`src/rtl/rr_exec_pkg.sv`:
```
package rr_exec_pkg;

    localparam int unsigned DW     = 8;
    localparam int unsigned OP_W   = 5;
    localparam int unsigned FLAG_W = 4;

    localparam int unsigned FLG_N = 3;
    localparam int unsigned FLG_V = 2;
    localparam int unsigned FLG_Z = 1;
    localparam int unsigned FLG_C = 0;

    typedef enum logic [OP_W-1:0] {
        OP_SET_OVF   = 5'd0,
        OP_FLIP_CY   = 5'd1,
        OP_COPY_XY   = 5'd2,
        OP_COPY_YX   = 5'd3,
        OP_XCHG_AX   = 5'd4,
        OP_XCHG_AY   = 5'd5,
        OP_XCHG_XY   = 5'd6,
        OP_AND_X     = 5'd7,
        OP_AND_Y     = 5'd8,
        OP_XOR_X     = 5'd9,
        OP_XOR_Y     = 5'd10,
        OP_OR_X      = 5'd11,
        OP_OR_Y      = 5'd12,
        OP_ADD_X     = 5'd13,
        OP_ADD_Y     = 5'd14,
        OP_SUB_X     = 5'd15,
        OP_SUB_Y     = 5'd16,
        OP_CMP_AX    = 5'd17,
        OP_CMP_AY    = 5'd18,
        OP_CMP_XA    = 5'd19,
        OP_CMP_XY    = 5'd20,
        OP_CMP_YA    = 5'd21,
        OP_CMP_YX    = 5'd22
    } op_e;

    typedef enum logic [1:0] {
        REG_A = 2'd0,
        REG_X = 2'd1,
        REG_Y = 2'd2
    } reg_e;

    typedef enum logic [2:0] {
        CLS_NONE  = 3'd0,
        CLS_FLAG  = 3'd1,
        CLS_MOVE  = 3'd2,
        CLS_SWAP  = 3'd3,
        CLS_LOGIC = 3'd4,
        CLS_ARITH = 3'd5,
        CLS_CMP   = 3'd6
    } cls_e;

    typedef enum logic [1:0] {
        LF_AND = 2'd0,
        LF_XOR = 2'd1,
        LF_OR  = 2'd2
    } lfn_e;

    // Decoded control: src_l is the first operand / destination,
    // src_r the second operand / source.
    typedef struct packed {
        cls_e cls;
        reg_e src_l;
        reg_e src_r;
        lfn_e lfn;
        logic sub;
        logic set_v;
    } ctrl_t;

    typedef struct packed {
        logic [DW-1:0]     a;
        logic [DW-1:0]     x;
        logic [DW-1:0]     y;
        logic [FLAG_W-1:0] flags;
        logic              a_we;
        logic              x_we;
        logic              y_we;
        logic [FLAG_W-1:0] flag_we;
    } result_t;

endpackage

```
`src/rtl/rr_exec_decode.sv`:
```
module rr_exec_decode
    import rr_exec_pkg::*;
(
    input  logic [OP_W-1:0] op_sel,
    output ctrl_t           ctl
);

    op_e op;

    always_comb begin
        op        = op_e'(op_sel);
        ctl       = '0;
        ctl.cls   = CLS_NONE;
        ctl.src_l = REG_A;
        ctl.src_r = REG_A;
        ctl.lfn   = LF_AND;
        case (op)
            OP_SET_OVF: begin ctl.cls = CLS_FLAG; ctl.set_v = 1'b1; end
            OP_FLIP_CY: begin ctl.cls = CLS_FLAG; ctl.set_v = 1'b0; end
            OP_COPY_XY: begin ctl.cls = CLS_MOVE; ctl.src_l = REG_Y; ctl.src_r = REG_X; end
            OP_COPY_YX: begin ctl.cls = CLS_MOVE; ctl.src_l = REG_X; ctl.src_r = REG_Y; end
            OP_XCHG_AX: begin ctl.cls = CLS_SWAP; ctl.src_l = REG_A; ctl.src_r = REG_X; end
            OP_XCHG_AY: begin ctl.cls = CLS_SWAP; ctl.src_l = REG_A; ctl.src_r = REG_Y; end
            OP_XCHG_XY: begin ctl.cls = CLS_SWAP; ctl.src_l = REG_X; ctl.src_r = REG_Y; end
            OP_AND_X:   begin ctl.cls = CLS_LOGIC; ctl.src_r = REG_X; ctl.lfn = LF_AND; end
            OP_AND_Y:   begin ctl.cls = CLS_LOGIC; ctl.src_r = REG_Y; ctl.lfn = LF_AND; end
            OP_XOR_X:   begin ctl.cls = CLS_LOGIC; ctl.src_r = REG_X; ctl.lfn = LF_XOR; end
            OP_XOR_Y:   begin ctl.cls = CLS_LOGIC; ctl.src_r = REG_Y; ctl.lfn = LF_XOR; end
            OP_OR_X:    begin ctl.cls = CLS_LOGIC; ctl.src_r = REG_X; ctl.lfn = LF_OR; end
            OP_OR_Y:    begin ctl.cls = CLS_LOGIC; ctl.src_r = REG_Y; ctl.lfn = LF_OR; end
            OP_ADD_X:   begin ctl.cls = CLS_ARITH; ctl.src_r = REG_X; end
            OP_ADD_Y:   begin ctl.cls = CLS_ARITH; ctl.src_r = REG_Y; end
            OP_SUB_X:   begin ctl.cls = CLS_ARITH; ctl.src_r = REG_X; ctl.sub = 1'b1; end
            OP_SUB_Y:   begin ctl.cls = CLS_ARITH; ctl.src_r = REG_Y; ctl.sub = 1'b1; end
            OP_CMP_AX:  begin ctl.cls = CLS_CMP; ctl.src_l = REG_A; ctl.src_r = REG_X; ctl.sub = 1'b1; end
            OP_CMP_AY:  begin ctl.cls = CLS_CMP; ctl.src_l = REG_A; ctl.src_r = REG_Y; ctl.sub = 1'b1; end
            OP_CMP_XA:  begin ctl.cls = CLS_CMP; ctl.src_l = REG_X; ctl.src_r = REG_A; ctl.sub = 1'b1; end
            OP_CMP_XY:  begin ctl.cls = CLS_CMP; ctl.src_l = REG_X; ctl.src_r = REG_Y; ctl.sub = 1'b1; end
            OP_CMP_YA:  begin ctl.cls = CLS_CMP; ctl.src_l = REG_Y; ctl.src_r = REG_A; ctl.sub = 1'b1; end
            OP_CMP_YX:  begin ctl.cls = CLS_CMP; ctl.src_l = REG_Y; ctl.src_r = REG_X; ctl.sub = 1'b1; end
            default:    ctl.cls = CLS_NONE;
        endcase
    end

endmodule

```
`src/rtl/rr_exec_addsub.sv`:
```
module rr_exec_addsub
    import rr_exec_pkg::*;
(
    input  logic [DW-1:0] lhs,
    input  logic [DW-1:0] rhs,
    input  logic          sub,
    input  logic          cin,
    output logic [DW-1:0] sum,
    output logic          cout,
    output logic          ovf
);

    localparam int unsigned MSB = DW - 1;

    logic [DW-1:0] rhs_eff;
    logic [DW:0]   wide;

    always_comb begin
        rhs_eff = sub ? ~rhs : rhs;
        wide    = {1'b0, lhs} + {1'b0, rhs_eff} + {{DW{1'b0}}, cin};
        sum     = wide[DW-1:0];
        cout    = wide[DW];
        ovf     = (lhs[MSB] == rhs_eff[MSB]) && (sum[MSB] != lhs[MSB]);
    end

endmodule

```
`src/rtl/rr_exec_logic.sv`:
```
module rr_exec_logic
    import rr_exec_pkg::*;
(
    input  logic [DW-1:0] lhs,
    input  logic [DW-1:0] rhs,
    input  lfn_e          lfn,
    output logic [DW-1:0] res
);

    always_comb begin
        case (lfn)
            LF_AND:  res = lhs & rhs;
            LF_XOR:  res = lhs ^ rhs;
            LF_OR:   res = lhs | rhs;
            default: res = lhs;
        endcase
    end

endmodule

```
`src/rtl/rr_exec_unit.sv`:
```
module rr_exec_unit
    import rr_exec_pkg::*;
(
    input  logic              clk,
    input  logic              rst_n,
    input  logic [OP_W-1:0]   op_sel,
    input  logic [DW-1:0]     a_in,
    input  logic [DW-1:0]     x_in,
    input  logic [DW-1:0]     y_in,
    input  logic [FLAG_W-1:0] flags_in,
    output logic [DW-1:0]     a_out,
    output logic [DW-1:0]     x_out,
    output logic [DW-1:0]     y_out,
    output logic [FLAG_W-1:0] flags_out,
    output logic              a_we,
    output logic              x_we,
    output logic              y_we,
    output logic [FLAG_W-1:0] flag_we
);

    localparam int unsigned NPORT = 2;
    localparam int unsigned MSB   = DW - 1;

    ctrl_t         ctl;
    logic [DW-1:0] opnd_l;
    logic [DW-1:0] opnd_r;
    logic [DW-1:0] as_sum;
    logic          as_cout;
    logic          as_ovf;
    logic          as_cin;
    logic [DW-1:0] lg_res;

    logic [NPORT-1:0] wen;
    reg_e             wreg [NPORT];
    logic [DW-1:0]    wval [NPORT];

    result_t res_d;
    result_t res_q;

    rr_exec_decode u_dec (
        .op_sel (op_sel),
        .ctl    (ctl)
    );

    always_comb begin
        case (ctl.src_l)
            REG_X:   opnd_l = x_in;
            REG_Y:   opnd_l = y_in;
            default: opnd_l = a_in;
        endcase
        case (ctl.src_r)
            REG_X:   opnd_r = x_in;
            REG_Y:   opnd_r = y_in;
            default: opnd_r = a_in;
        endcase
    end

    assign as_cin = (ctl.cls == CLS_CMP) ? 1'b1 : flags_in[FLG_C];

    rr_exec_addsub u_addsub (
        .lhs  (opnd_l),
        .rhs  (opnd_r),
        .sub  (ctl.sub),
        .cin  (as_cin),
        .sum  (as_sum),
        .cout (as_cout),
        .ovf  (as_ovf)
    );

    rr_exec_logic u_logic (
        .lhs (opnd_l),
        .rhs (opnd_r),
        .lfn (ctl.lfn),
        .res (lg_res)
    );

    always_comb begin
        res_d       = '0;
        res_d.a     = a_in;
        res_d.x     = x_in;
        res_d.y     = y_in;
        res_d.flags = flags_in;
        for (int p = 0; p < NPORT; p++) begin
            wen[p]  = 1'b0;
            wreg[p] = REG_A;
            wval[p] = '0;
        end

        case (ctl.cls)
            CLS_FLAG: begin
                if (ctl.set_v) begin
                    res_d.flags[FLG_V]   = 1'b1;
                    res_d.flag_we[FLG_V] = 1'b1;
                end else begin
                    res_d.flags[FLG_C]   = ~flags_in[FLG_C];
                    res_d.flag_we[FLG_C] = 1'b1;
                end
            end
            CLS_MOVE: begin
                wen[0]  = 1'b1;
                wreg[0] = ctl.src_l;
                wval[0] = opnd_r;
            end
            CLS_SWAP: begin
                wen     = '1;
                wreg[0] = ctl.src_l;
                wval[0] = opnd_r;
                wreg[1] = ctl.src_r;
                wval[1] = opnd_l;
            end
            CLS_LOGIC: begin
                wen[0]  = 1'b1;
                wreg[0] = REG_A;
                wval[0] = lg_res;
            end
            CLS_ARITH: begin
                wen[0]               = 1'b1;
                wreg[0]              = REG_A;
                wval[0]              = as_sum;
                res_d.flags[FLG_C]   = as_cout;
                res_d.flags[FLG_V]   = as_ovf;
                res_d.flag_we[FLG_C] = 1'b1;
                res_d.flag_we[FLG_V] = 1'b1;
            end
            CLS_CMP: begin
                res_d.flags[FLG_N]   = as_sum[MSB];
                res_d.flags[FLG_Z]   = (opnd_l == opnd_r);
                res_d.flags[FLG_C]   = as_cout;
                res_d.flag_we[FLG_N] = 1'b1;
                res_d.flag_we[FLG_Z] = 1'b1;
                res_d.flag_we[FLG_C] = 1'b1;
            end
            default: ;
        endcase

        // N and Z follow the value written, except for swaps
        if (wen[0] && ctl.cls != CLS_SWAP) begin
            res_d.flags[FLG_N]   = wval[0][MSB];
            res_d.flags[FLG_Z]   = (wval[0] == '0);
            res_d.flag_we[FLG_N] = 1'b1;
            res_d.flag_we[FLG_Z] = 1'b1;
        end

        for (int p = 0; p < NPORT; p++) begin
            if (wen[p]) begin
                case (wreg[p])
                    REG_X: begin res_d.x = wval[p]; res_d.x_we = 1'b1; end
                    REG_Y: begin res_d.y = wval[p]; res_d.y_we = 1'b1; end
                    default: begin res_d.a = wval[p]; res_d.a_we = 1'b1; end
                endcase
            end
        end
    end

    always_ff @(posedge clk or negedge rst_n) begin
        if (!rst_n) begin
            res_q <= '0;
        end else begin
            res_q <= res_d;
        end
    end

    assign a_out     = res_q.a;
    assign x_out     = res_q.x;
    assign y_out     = res_q.y;
    assign flags_out = res_q.flags;
    assign a_we      = res_q.a_we;
    assign x_we      = res_q.x_we;
    assign y_we      = res_q.y_we;
    assign flag_we   = res_q.flag_we;

endmodule

```
`config.mk`:
```
export PLATFORM = sky130hd
export DESIGN_NAME = rr_exec_unit
export DESIGN_NICKNAME = d
export VERILOG_FILES = /design/src/rtl/rr_exec_pkg.sv /design/src/rtl/rr_exec_decode.sv /design/src/rtl/rr_exec_addsub.sv /design/src/rtl/rr_exec_logic.sv /design/src/rtl/rr_exec_unit.sv
export SDC_FILE = /design/constraint.sdc
export NUM_CORES = 1
export LEC_CHECK = 0
export BUFFER_PORTS_ARGS = -buffer_cell sky130_fd_sc_hd__buf_4
export CORE_AREA = 2 2 96 98
export CTS_CLUSTER_SIZE = 30
export DETAILED_ROUTE_END_ITERATION = 8
export DIE_AREA = 0 0 98 100
export PLACE_DENSITY = 0.7
export REMOVE_ABC_BUFFERS = 1
export SLEW_MARGIN = 20
export SYNTH_ARGS = -nofsm -noshare
export SYNTH_HDL_FRONTEND = slang
export SYNTH_SLANG_ARGS = --single-unit
```
`constraint.sdc`:
```
create_clock -name clk -period 0.8 [get_ports clk]
set_clock_uncertainty 0.05 [all_clocks]
set_input_delay 0.04 -clock clk [delete_from_list [all_inputs] [get_ports clk]]
set_output_delay 0.04 -clock clk [all_outputs]
set_load 0.005 [all_outputs]
```
==> results of run 1 <==
final cells by class:
cell class / instances / area [um2] / share of cell area (%)
Timing Repair Buffer: 226 / 1898 / 33.41
Multi-Input combinational cell: 341 / 2606 / 45.87
Clock buffer: 5 / 68.82 / 1.211
Sequential cell: 34 / 850.8 / 14.97
Clock inverter: 2 / 10.01 / 0.1762
Inverter: 29 / 108.9 / 1.916
Tap cell: 111 / 138.9 / 2.444
cells in the final DEF, fill, tap and decap left out, types with 6 or more instances in the layout:
cell / count
sky130_fd_sc_hd__a21o_1: 6
sky130_fd_sc_hd__a21oi_1: 13
sky130_fd_sc_hd__a21oi_2: 10
sky130_fd_sc_hd__a22oi_1: 12
sky130_fd_sc_hd__and2_1: 7
sky130_fd_sc_hd__buf_4: 180
sky130_fd_sc_hd__buf_6: 41
sky130_fd_sc_hd__dfrtp_1: 34
sky130_fd_sc_hd__ha_1: 26
sky130_fd_sc_hd__inv_1: 28
sky130_fd_sc_hd__mux2i_1: 15
sky130_fd_sc_hd__nand2_1: 41
sky130_fd_sc_hd__nand2b_1: 8
sky130_fd_sc_hd__nor2_1: 31
sky130_fd_sc_hd__o211ai_1: 6
sky130_fd_sc_hd__o21ai_0: 26
sky130_fd_sc_hd__o21ai_1: 17
sky130_fd_sc_hd__o22ai_1: 9
sky130_fd_sc_hd__xnor2_1: 10
flip-flops by register name (all words and copies together), names as in the netlist:
signal / count
x_out: 8
a_out: 8
y_out: 8
flags_out: 4
y_we: 1
a_we: 1
x_we: 1
flag_we: 3
layer usage:
metal  vias to the layer above  track usage [%]  part of all wire, %
met5                         -                0                    0
met3                        16            1.532                  4.4
met4                         0            4.915                  1.2
met1                      1899            32.37                   45
met2                       131            43.26                   49
li1                       1955                -                    -
logic make-up (layout without fill, tap and decap cells):
group | after synthesis | in the layout | share of synthesized area, %
muxes | 16 | 16 | 4.732
adders and majority gates | 35 | 35 | 13.28
and+or+nand+nor | 131 | 131 | 18.34
AOI/OAI and AO/OA | 143 | 143 | 27.55
buffers and inverters | 57 | 262 | 7.043
xor gates and xnor gates | 16 | 16 | 4.108
DFF | 34 | 34 | 24.95
metrics by stage:
stage	utilization (%)	worst slack (ps)
detailed placement	56.81	-3427
global placement	56.81	-3342
global route	63.91	-3132
CTS	62.87	-2853
finish	63.91	-2958
floorplan	-	-3322
power by group through the flow:
| stage | combinational, W | clock (W) | sequential (W) |
|---|---|---|---|
| after global placement | 0.00385 | 0 | 0.00196 |
| after CTS | 0.00435 | 0.00124 | 0.00196 |
| after floorplan | 0.00175 | 0 | 0.00198 |
| final | 0.00457 | 0.00121 | 0.00196 |
| after global routing | 0.00495 | 0.00131 | 0.00198 |
| after detailed placement | 0.00390 | 0 | 0.00196 |
Yosys cell counts (3+ instances only):
| cell type | n | share of area (%) |
|---|---|---|
| sky130_fd_sc_hd__nand2_1 | 48 | 5.3 |
| sky130_fd_sc_hd__dfrtp_1 | 34 | 25 |
| sky130_fd_sc_hd__o21ai_0 | 34 | 5.0 |
| sky130_fd_sc_hd__ha_1 | 33 | 12 |
| sky130_fd_sc_hd__nor2_1 | 33 | 3.6 |
| sky130_fd_sc_hd__inv_1 | 29 | 3.2 |
| sky130_fd_sc_hd__a21oi_1 | 22 | 3.2 |
| sky130_fd_sc_hd__a22oi_1 | 17 | 3.7 |
| sky130_fd_sc_hd__mux2i_1 | 15 | 4.4 |
| sky130_fd_sc_hd__clkbuf_1 | 13 | 1.4 |
| sky130_fd_sc_hd__o22ai_1 | 12 | 2.2 |
| sky130_fd_sc_hd__xnor2_1 | 11 | 2.8 |
| sky130_fd_sc_hd__nand2b_1 | 10 | 1.8 |
| sky130_fd_sc_hd__o21ai_1 | 9 | 1.3 |
| sky130_fd_sc_hd__nand3_1 | 8 | 1.2 |
| sky130_fd_sc_hd__and2_1 | 7 | 1.3 |
| sky130_fd_sc_hd__a21o_1 | 6 | 1.3 |
| sky130_fd_sc_hd__buf_2 | 6 | 0.88 |
| sky130_fd_sc_hd__o211ai_1 | 6 | 1.3 |
| sky130_fd_sc_hd__buf_1 | 5 | 0.55 |
| sky130_fd_sc_hd__nor4_1 | 5 | 0.92 |
| sky130_fd_sc_hd__o21a_1 | 5 | 1.1 |
| sky130_fd_sc_hd__xor2_1 | 5 | 1.3 |
| sky130_fd_sc_hd__a31oi_1 | 4 | 0.73 |
| sky130_fd_sc_hd__o31ai_1 | 4 | 0.88 |
| sky130_fd_sc_hd__or3_1 | 4 | 0.73 |
| sky130_fd_sc_hd__a211oi_1 | 3 | 0.66 |
| sky130_fd_sc_hd__a221oi_1 | 3 | 0.77 |
| sky130_fd_sc_hd__buf_4 | 3 | 0.66 |
| sky130_fd_sc_hd__nor3_1 | 3 | 0.44 |
| sky130_fd_sc_hd__o221ai_1 | 3 | 0.77 |
what timing repair did:
| item | CTS | global route |
|---|---|---|
| setup endpoints to repair | 68 | 68 |
| hold endpoints to repair | 34 | 0 |
| resized for setup | 96 | 20 |
| gates cloned | 0 | 0 |
| hold buffers | 1 | 0 |
| pin swaps | 17 | 9 |
| setup buffers | 10 | 2 |
worst paths after layout:
| check | startpoint | to | slack [ps] | depth (start not counted) |
|---|---|---|---|---|
| worst max-delay path | op_sel[2] | flags_out[1] | -2960 | 20 |
| worst min-delay path | flags_in[1] | flags_out[1] | 20 | 3 |
| max in group asynchronous | rst_n | x_out[1] | 170 | 2 |
| min in group asynchronous | rst_n | flag_we[1] | 200 | 2 |
worst min-delay path, stage by stage:
cell and delay [ps]:
sky130_fd_sc_hd__buf_4 80, sky130_fd_sc_hd__a21oi_1 70, sky130_fd_sc_hd__o22ai_1 120
==> out/results.tsv, run 1 <==
stage	metric	value	unit
run_status	run status	finished with violations	
run_status	failing checks	negative setup slack	
sta	final hold violation count	0	
power	Sw Share	36.64	%
sta	total of endpoints with negative setup slack in the final report	67	
clock_tree	buffer cell driving the clock tree root	sky130_fd_sc_hd__clkbuf_8	
power	combinational power share	59.1	%
power	leakage power	2.742	nW
logic_synthesis	fraction of the yosys area taken by sequential cells	24.94	%
setup_path	category of the worst setup path capture point	flop	
floorplanning	floorplan die area	9800	um2
setup_path	CP peak stage delay	480	ps
logic_synthesis	number of storage elements in the synthesis netlist	34	
clock_tree	worst-case clock buffer depth	2	
clock_tree	TritonCTS sink count	34	
cells_and_area	final cell count without fillers	748	
global_routing	GRT Residual Overflow	0	
sta	maximum clock frequency	0.2661	GHz
routing	final routed wirelength across all metal layers	12.12	mm
sta	total count of max-transition violations in the final report	0	
setup_path	worst path required time	960	ps
clock_tree	number of buffers created by CTS	5	
global_routing	initial antenna violation count	0	
routing	detailed-route wire length per cell	16.21	um
routing	# DRC	0	
routing	number of detailed-route iterations in the first pass	5	
clock_tree	clock tree from TritonCTS	yes	
logic_synthesis	number of warnings reported in the yosys synthesis log	0	
floorplanning	starting density of the core	38.37	%
routing	ratio of routed vias to standard cells	5.349	
logic_synthesis	Gate Count Post-Synth	432	
flow_run	Max Cap Violations	0	
sta	final sum of negative setup slack	-74120	ps
setup_path	top fanout value on the critical path	7	
power	internal power contribution	0.004908	W
clock_tree	clock slew at the register clock pins of the worst setup and hold paths	70	ps
cells_and_area	fillcell total	766	
floorplanning	Chip Width	98	um
logic_synthesis	synthesized cell area	3411	um2
logic_synthesis	FFs w/ async S/R, synth	100.0	%
sta	unrepaired setup endpoints after global routing	true	
place	dpl cells	729	
cells_and_area	post-route cell area	5682	um2
sta	final hold slack	22.41	ps
routing	number of nets with antenna violations after detailed routing	0	
power	power per standard cell area	1363	nW/um2
logic_synthesis	mean cell area of the mapped netlist	7.895	um2
logic_synthesis	number of distinct library cells after synthesis	57	
setup_path	critical path's top delay family	simple AND/OR/NAND/NOR gates	
floorplanning	die height	100	um
cells_and_area	layout overhead on the synthesized area	66.58	%
place	RePlAce Congestion	0.9700	
setup_path	number of buffer and inverter instances along the worst setup path	2	
power	largest vdd supply drop	518.0	uV
sta	slew at the pin closest to its max-slew limit	473.3	ps
sta	final critical-path share of the clock period	469.8	%
global_routing	global-route wire length before repair	19.08	mm
floorplanning	area of the core	8890	um2
setup_path	cells traversed along the worst timing path	buf_12 > nand2b_4 > nand3_2 > o21a_1 > o32a_1 > o32a_1 > inv_1 > ha_2 > a22oi_2 > nor2_1 > a21oi_2 > xnor2_1 > fa_2 > fa_2 > xor2_1 > nor3_1 > o21ai_0 > or4_1 > or4_1 > o22ai_1	
sta	shortest period the worst path allows	3758	ps
logic_synthesis	Synth Flop Type	sky130_fd_sc_hd__dfrtp_1	
global_routing	global routing usage summed across all routing layers	24.16	%
floorplanning	total I/O pin count	70	
logic_synthesis	number of synthesized flops with an enable pin	0	
power	part of the total power dissipated in the clock network	15.6	%
clock_tree	H-tree Lvls	2	
min_path	worst min-delay path category	in -> reg	
sta	slack of the critical path	-2958	ps
setup_path	Slowest-stage cell, CP	sky130_fd_sc_hd__or4_1	
setup_path	Critical Path Source Type	primary input	
cells_and_area	share of layout cells above drive strength 1	46.00	%
floorplanning	number of standard-cell rows in the floorplan	35	
power	fraction of power consumed by sequential logic	25.3	%
place	cell area after placement	5050	um2
place	number of input and output port buffers inserted	69	
place	placed wire-length estimate after detailed placement	9.836	mm
sta	worst slew margin relative to its limit	68.35	%
routing	DRC marker count from the first detailed-route iteration	188	
global_routing	maximum number of pins on one net before global-route repair	35	
global_routing	via count of the first global-routing pass	3855	
cells_and_area	diodes inserted	0	
setup_path	kind of critical path	in -> reg	
power	Switching Power	0.002838	W
routing	via count	4001	
cells_and_area	count of nets after finishing	707	
power	total design power	0.007745	W
setup_path	Crit path arrival time	3910	ps
Power figures use the tool's default switching activity.
==> run 2: changes to the inputs <==
- REMOVE_ABC_BUFFERS: 1 -> default
==> out/results.tsv, run 2 (synthesized netlist as in run 1, its figures left out) <==
stage	metric	value	unit
flow_run	Max Cap Violations	0	
power	total design power	0.008612	W
routing	# DRC	0	
global_routing	maximum number of pins on one net before global-route repair	35	
routing	final routed wirelength across all metal layers	14.86	mm
routing	number of nets with antenna violations after detailed routing	0	
place	placed wire-length estimate after detailed placement	9.974	mm
cells_and_area	post-route cell area	6063	um2
setup_path	Crit path arrival time	4130	ps
place	RePlAce Congestion	1.124	
setup_path	Slowest-stage cell, CP	sky130_fd_sc_hd__or4_1	
setup_path	category of the worst setup path capture point	flop	
setup_path	kind of critical path	in -> reg	
clock_tree	number of buffers created by CTS	5	
floorplanning	area of the core	8890	um2
cells_and_area	layout overhead on the synthesized area	77.77	%
sta	final sum of negative setup slack	-80540	ps
logic_synthesis	total nets after synthesis	502	
floorplanning	starting density of the core	38.37	%
clock_tree	hold bufs inserted after CTS	1	
min_path	Hold Path Depth	3	
clock_tree	clock slew at the register clock pins of the worst setup and hold paths	70	ps
sta	total count of max-transition violations in the final report	0	
routing	via count	4392	
min_path	Hold Startpoint	flags_in[2]	
floorplanning	die height	100	um
power	largest vdd supply drop	810.5	uV
setup_path	worst path required time	960	ps
cells_and_area	share of layout cells above drive strength 1	51.02	%
routing	DRC marker count from the first detailed-route iteration	463	
setup_path	top fanout value on the critical path	3	
global_routing	initial antenna violation count	0	
clock_tree	worst-case clock buffer depth	2	
routing	number of detailed-route iterations in the first pass	8	
setup_path	CP peak stage delay	480	ps
sta	shortest period the worst path allows	3970	ps
cells_and_area	count of nets after finishing	708	
sta	slew at the pin closest to its max-slew limit	574.2	ps
clock_tree	buffer cell driving the clock tree root	sky130_fd_sc_hd__clkbuf_8	
run_status	failing checks	negative hold slack, negative setup slack	
run_status	run status	finished with violations	
sta	unrepaired setup endpoints after global routing	true	
sta	maximum clock frequency	0.2519	GHz
sta	slack of the critical path	-3170	ps
routing	detailed-route wire length per cell	19.81	um
clock_tree	clock tree from TritonCTS	yes	
setup_path	number of buffer and inverter instances along the worst setup path	2	
floorplanning	total I/O pin count	70	
cells_and_area	diodes inserted	0	
min_path	worst hold endpoint	flags_out[2]	
place	cell area after placement	5079	um2
place	number of input and output port buffers inserted	69	
setup_path	Critical Path Source Type	primary input	
sta	worst slew margin relative to its limit	61.63	%
cells_and_area	most common cell after layout, fill and taps aside	sky130_fd_sc_hd__buf_4	
global_routing	GRT Residual Overflow	0	
sta	final hold slack	-34.00	ps
sta	final hold violation count	1	
floorplanning	number of standard-cell rows in the floorplan	35	
power	power per standard cell area	1420	nW/um2
min_path	worst min-delay path category	in -> reg	
floorplanning	floorplan die area	9800	um2
global_routing	global-route wire length before repair	21.75	mm
global_routing	global routing usage summed across all routing layers	27.65	%
sta	final critical-path share of the clock period	496.3	%
setup_path	critical path's top delay family	simple AND/OR/NAND/NOR gates	
sta	total of endpoints with negative setup slack in the final report	66	
cells_and_area	commonest cells after routing, fill and taps aside	161 x sky130_fd_sc_hd__buf_4, 57 x sky130_fd_sc_hd__buf_6, 38 x sky130_fd_sc_hd__nand2_1, 34 x sky130_fd_sc_hd__dfrtp_1, 26 x sky130_fd_sc_hd__nor2_1	
floorplanning	Chip Width	98	um
clock_tree	TritonCTS sink count	34	
power	leakage power	2.812	nW
clock_tree	H-tree Lvls	2	
routing	ratio of routed vias to standard cells	5.856	
global_routing	via count of the first global-routing pass	4356	
setup_path	cells traversed along the worst timing path	buf_8 > nand2b_4 > nand3_2 > o21a_1 > o32a_1 > o32a_1 > inv_1 > ha_2 > a22oi_2 > nor2_4 > a21oi_4 > xnor2_2 > fa_2 > fa_2 > xor2_1 > nor3_1 > o21ai_0 > or4_1 > or4_4 > o22ai_2	
cells_and_area	utilization after layout	68.21	%
[run 2: cell count changes in the layout (fill, tap and decap cells not counted), moves of 5 or more]
cell | previous run | this run
sky130_fd_sc_hd__buf_6 | 41 | 57
sky130_fd_sc_hd__buf_4 | 180 | 161
sky130_fd_sc_hd__o21ai_1 | 17 | 25
sky130_fd_sc_hd__ha_1 | 26 | 21
sky130_fd_sc_hd__ha_4 | 3 | 9
sky130_fd_sc_hd__nor2_1 | 31 | 26
sky130_fd_sc_hd__o21ai_0 | 26 | 14
[run 2: power breakdown]
part / internal, W / switching (W)
combinational: 0.00272 / 0.00257
sequential: 0.00188 / 0.0000844
clock: 0.000695 / 0.000660
total: 0.00530 / 0.00331
[run 2: worst max-delay path by stage]
stage | startpoint | endpoint | slack, ps | depth (start not counted)
after floorplan | op_sel[1] | flags_out[1] | -3220 | 19
after global placement | op_sel[2] | flags_out[1] | -3190 | 20
after detailed placement | op_sel[2] | flags_out[1] | -3370 | 21
after CTS | op_sel[4] | flags_out[1] | -2920 | 20
after global routing | op_sel[4] | flags_out[1] | -3280 | 21
final | op_sel[4] | flags_out[1] | -3170 | 20
[run 2: area by class of cell]
type / count / area [um2]
fillers: 667 / 2826
multi-input cells: 341 / 2875
clock buffers: 7 / 86.33
inverters: 29 / 111.4
well taps: 111 / 138.9
clock inverters: 1 / 5.005
flip-flops and latches: 34 / 850.8
repair buffers: 227 / 1996
[run 2: what timing repair did]
action | in CTS | in global routing
buffers inserted | 21 | 11
gates cloned | 0 | 0
resized for setup | 118 | 46
hold endpoints to repair | 35 | 1
pin swaps | 34 | 22
setup endpoints to repair | 69 | 69
[run 2: routing by layer]
layer / GRT usage, % / vias up / part of all wire [%]
met5: 0 / - / 0
met2: 50.84 / 295 / 50
met1: 32.42 / 2054 / 36
li1: - / 1965 / -
met4: 11.97 / 0 / 6.1
met3: 3.273 / 78 / 8.1
[run 2: through the flow]
stage	setup slack [ps]	std cells
2_1_floorplan	-3222	432
3_3_place_gp	-3195	716
3_5_place_dp	-3372	716
4_1_cts	-2918	742
5_1_grt	-3278	750
6_report	-3170	750
==> run 3: changes to the inputs <==
- CAP_MARGIN: default -> 20
- CTS_BUF_LIST: default -> sky130_fd_sc_hd__clkbuf_4
==> out/results.tsv, run 3 (synthesized netlist as in run 1, its figures left out) <==
stage	metric	value	unit
sta	slew at the pin closest to its max-slew limit	575.6	ps
setup_path	top fanout value on the critical path	7	
power	Sw Share	39.54	%
power	part of the total power dissipated in the clock network	12.3	%
floorplanning	total I/O pin count	70	
power	largest vdd supply drop	549.5	uV
setup_path	Critical Path Source Type	primary input	
setup_path	Crit path arrival time	4150	ps
run_status	failing checks	negative hold slack, negative setup slack	
routing	detailed-route wire length per cell	18.98	um
clock_tree	number of buffers created by CTS	5	
sta	total count of max-transition violations in the final report	0	
logic_synthesis	total nets after synthesis	502	
power	internal power contribution	0.004892	W
clock_tree	TritonCTS sink count	34	
flow_run	Max Cap Violations	0	
sta	worst slew margin relative to its limit	61.55	%
min_path	worst min-delay path category	in -> reg	
cells_and_area	diodes inserted	0	
clock_tree	worst-case clock buffer depth	2	
place	RePlAce Congestion	1.124	
cells_and_area	utilization after layout	68.01	%
place	cell area after placement	5079	um2
power	leakage power	2.807	nW
sta	total of endpoints with negative setup slack in the final report	66	
power	combinational power share	63.5	%
sta	slack of the critical path	-3128	ps
global_routing	via count of the first global-routing pass	4397	
cells_and_area	commonest cells after routing, fill and taps aside	164 x sky130_fd_sc_hd__buf_4, 52 x sky130_fd_sc_hd__buf_6, 39 x sky130_fd_sc_hd__nand2_1, 34 x sky130_fd_sc_hd__dfrtp_1, 27 x sky130_fd_sc_hd__nor2_1	
sta	final hold violation count	2	
place	post-place setup slack	-3372	ps
routing	ratio of routed vias to standard cells	5.846	
cells_and_area	most common cell after layout, fill and taps aside	sky130_fd_sc_hd__buf_4	
routing	DRC marker count from the first detailed-route iteration	409	
floorplanning	number of standard-cell rows in the floorplan	35	
cells_and_area	layout overhead on the synthesized area	77.26	%
routing	final routed wirelength across all metal layers	14.41	mm
cells_and_area	post-route cell area	6046	um2
sta	shortest period the worst path allows	3928	ps
global_routing	maximum number of pins on one net before global-route repair	35	
cells_and_area	share of layout cells above drive strength 1	48.46	%
global_routing	global-route wire length before repair	21.69	mm
clock_tree	buffer cell driving the clock tree root	sky130_fd_sc_hd__clkbuf_4	
power	Switching Power	0.003199	W
sta	final critical-path share of the clock period	491.0	%
power	fraction of power consumed by sequential logic	24.3	%
floorplanning	area of the core	8890	um2
floorplanning	die height	100	um
place	placed wire-length estimate after detailed placement	9.974	mm
clock_tree	clock tree from TritonCTS	yes	
cells_and_area	fillcell total	674	
clock_tree	clock slew at the register clock pins of the worst setup and hold paths	110	ps
floorplanning	starting density of the core	38.37	%
floorplanning	floorplan die area	9800	um2
setup_path	worst path required time	1020	ps
global_routing	initial antenna violation count	0	
place	number of input and output port buffers inserted	69	
sta	final sum of negative setup slack	-78940	ps
sta	unrepaired setup endpoints after global routing	true	
setup_path	kind of critical path	in -> reg	
setup_path	category of the worst setup path capture point	flop	
sta	final hold slack	-10.48	ps
power	power per standard cell area	1338	nW/um2
clock_tree	hold bufs inserted after CTS	13	
global_routing	global routing usage summed across all routing layers	27.53	%
routing	number of nets with antenna violations after detailed routing	0	
cells_and_area	count of nets after finishing	717	
routing	# DRC	0	
min_path	Hold Path Depth	3	
clock_tree	H-tree Lvls	2	
routing	via count	4437	
run_status	run status	finished with violations	
floorplanning	Chip Width	98	um
global_routing	GRT Residual Overflow	0	
routing	number of detailed-route iterations in the first pass	5	
sta	maximum clock frequency	0.2546	GHz
==> run 3: critical path, cell delays in order <==
cell and delay, ps:
sky130_fd_sc_hd__buf_8 110, sky130_fd_sc_hd__nand2b_4 150, sky130_fd_sc_hd__nand3_2 80, sky130_fd_sc_hd__o21a_1 120, sky130_fd_sc_hd__o32a_1 140, sky130_fd_sc_hd__o32a_1 280
sky130_fd_sc_hd__inv_2 70, sky130_fd_sc_hd__ha_4 170, sky130_fd_sc_hd__buf_4 160, sky130_fd_sc_hd__a22oi_2 170, sky130_fd_sc_hd__nor2_1 90, sky130_fd_sc_hd__a21oi_2 210
sky130_fd_sc_hd__xnor2_2 180, sky130_fd_sc_hd__ha_1 280, sky130_fd_sc_hd__a21o_1 200, sky130_fd_sc_hd__a21oi_2 180, sky130_fd_sc_hd__xor2_1 190, sky130_fd_sc_hd__o22ai_1 130
sky130_fd_sc_hd__or4_1 550, sky130_fd_sc_hd__or4_4 440, sky130_fd_sc_hd__o22ai_2 200
==> run 3: layout make-up <==
cell class                 instances  area (um2)  share of cell area, %
sequential                        34       850.8                  14.07
timing repair buffer             236        2072                  34.27
tap                              111       138.9                  2.297
multi-input combinational        341        2821                  46.67
inverter                          29       108.9                  1.800
clock buffer                       6       45.04                 0.7450
clock inverter                     2       8.758                 0.1449
==> run 3: metal layers <==
layer / vias up / GRT usage (%) / share of wire [%]
met4: 0 / 13.14 / 6.6
li1: 1980 / - / -
met5: - / 0 / 0
met3: 103 / 3.552 / 7.3
met2: 297 / 50.11 / 49
met1: 2057 / 32.03 / 38
==> run 3: timing repair <==
action / 4_1_cts / 5_1_grt
endpoints found under the hold margin: 46 / 1
pin swaps: 36 / 30
gates resized for setup: 115 / 32
setup buffers: 20 / 8
endpoints found under the setup margin: 69 / 68
==> run 3: per-stage QoR <==
step | cells | total power [W]
final | 759 | 0.008090
after global routing | 759 | 0.008438
after CTS | 753 | 0.007603
after detailed placement | 716 | 0.005917
after global placement | 716 | 0.005759
after floorplan | 432 | 0.004037
==> run 3: final timing paths <==
check	from	slack, ps	endpoint
max in group asynchronous	rst_n	280	flags_out[1]
worst max-delay path	op_sel[4]	-3130	flags_out[1]
min in group asynchronous	rst_n	100	y_out[1]
worst min-delay path	a_in[7]	-10	a_out[7]
==> run 3: power by group through the flow <==
stage | sequential [W] | clock [W] | combinational [W]
5_1_grt | 0.00198 | 0.00106 | 0.00540
3_5_place_dp | 0.00196 | 0 | 0.00395
6_report | 0.00196 | 0.000992 | 0.00513
3_3_place_gp | 0.00195 | 0 | 0.00381
4_1_cts | 0.00196 | 0.000993 | 0.00465
2_1_floorplan | 0.00198 | 0 | 0.00206
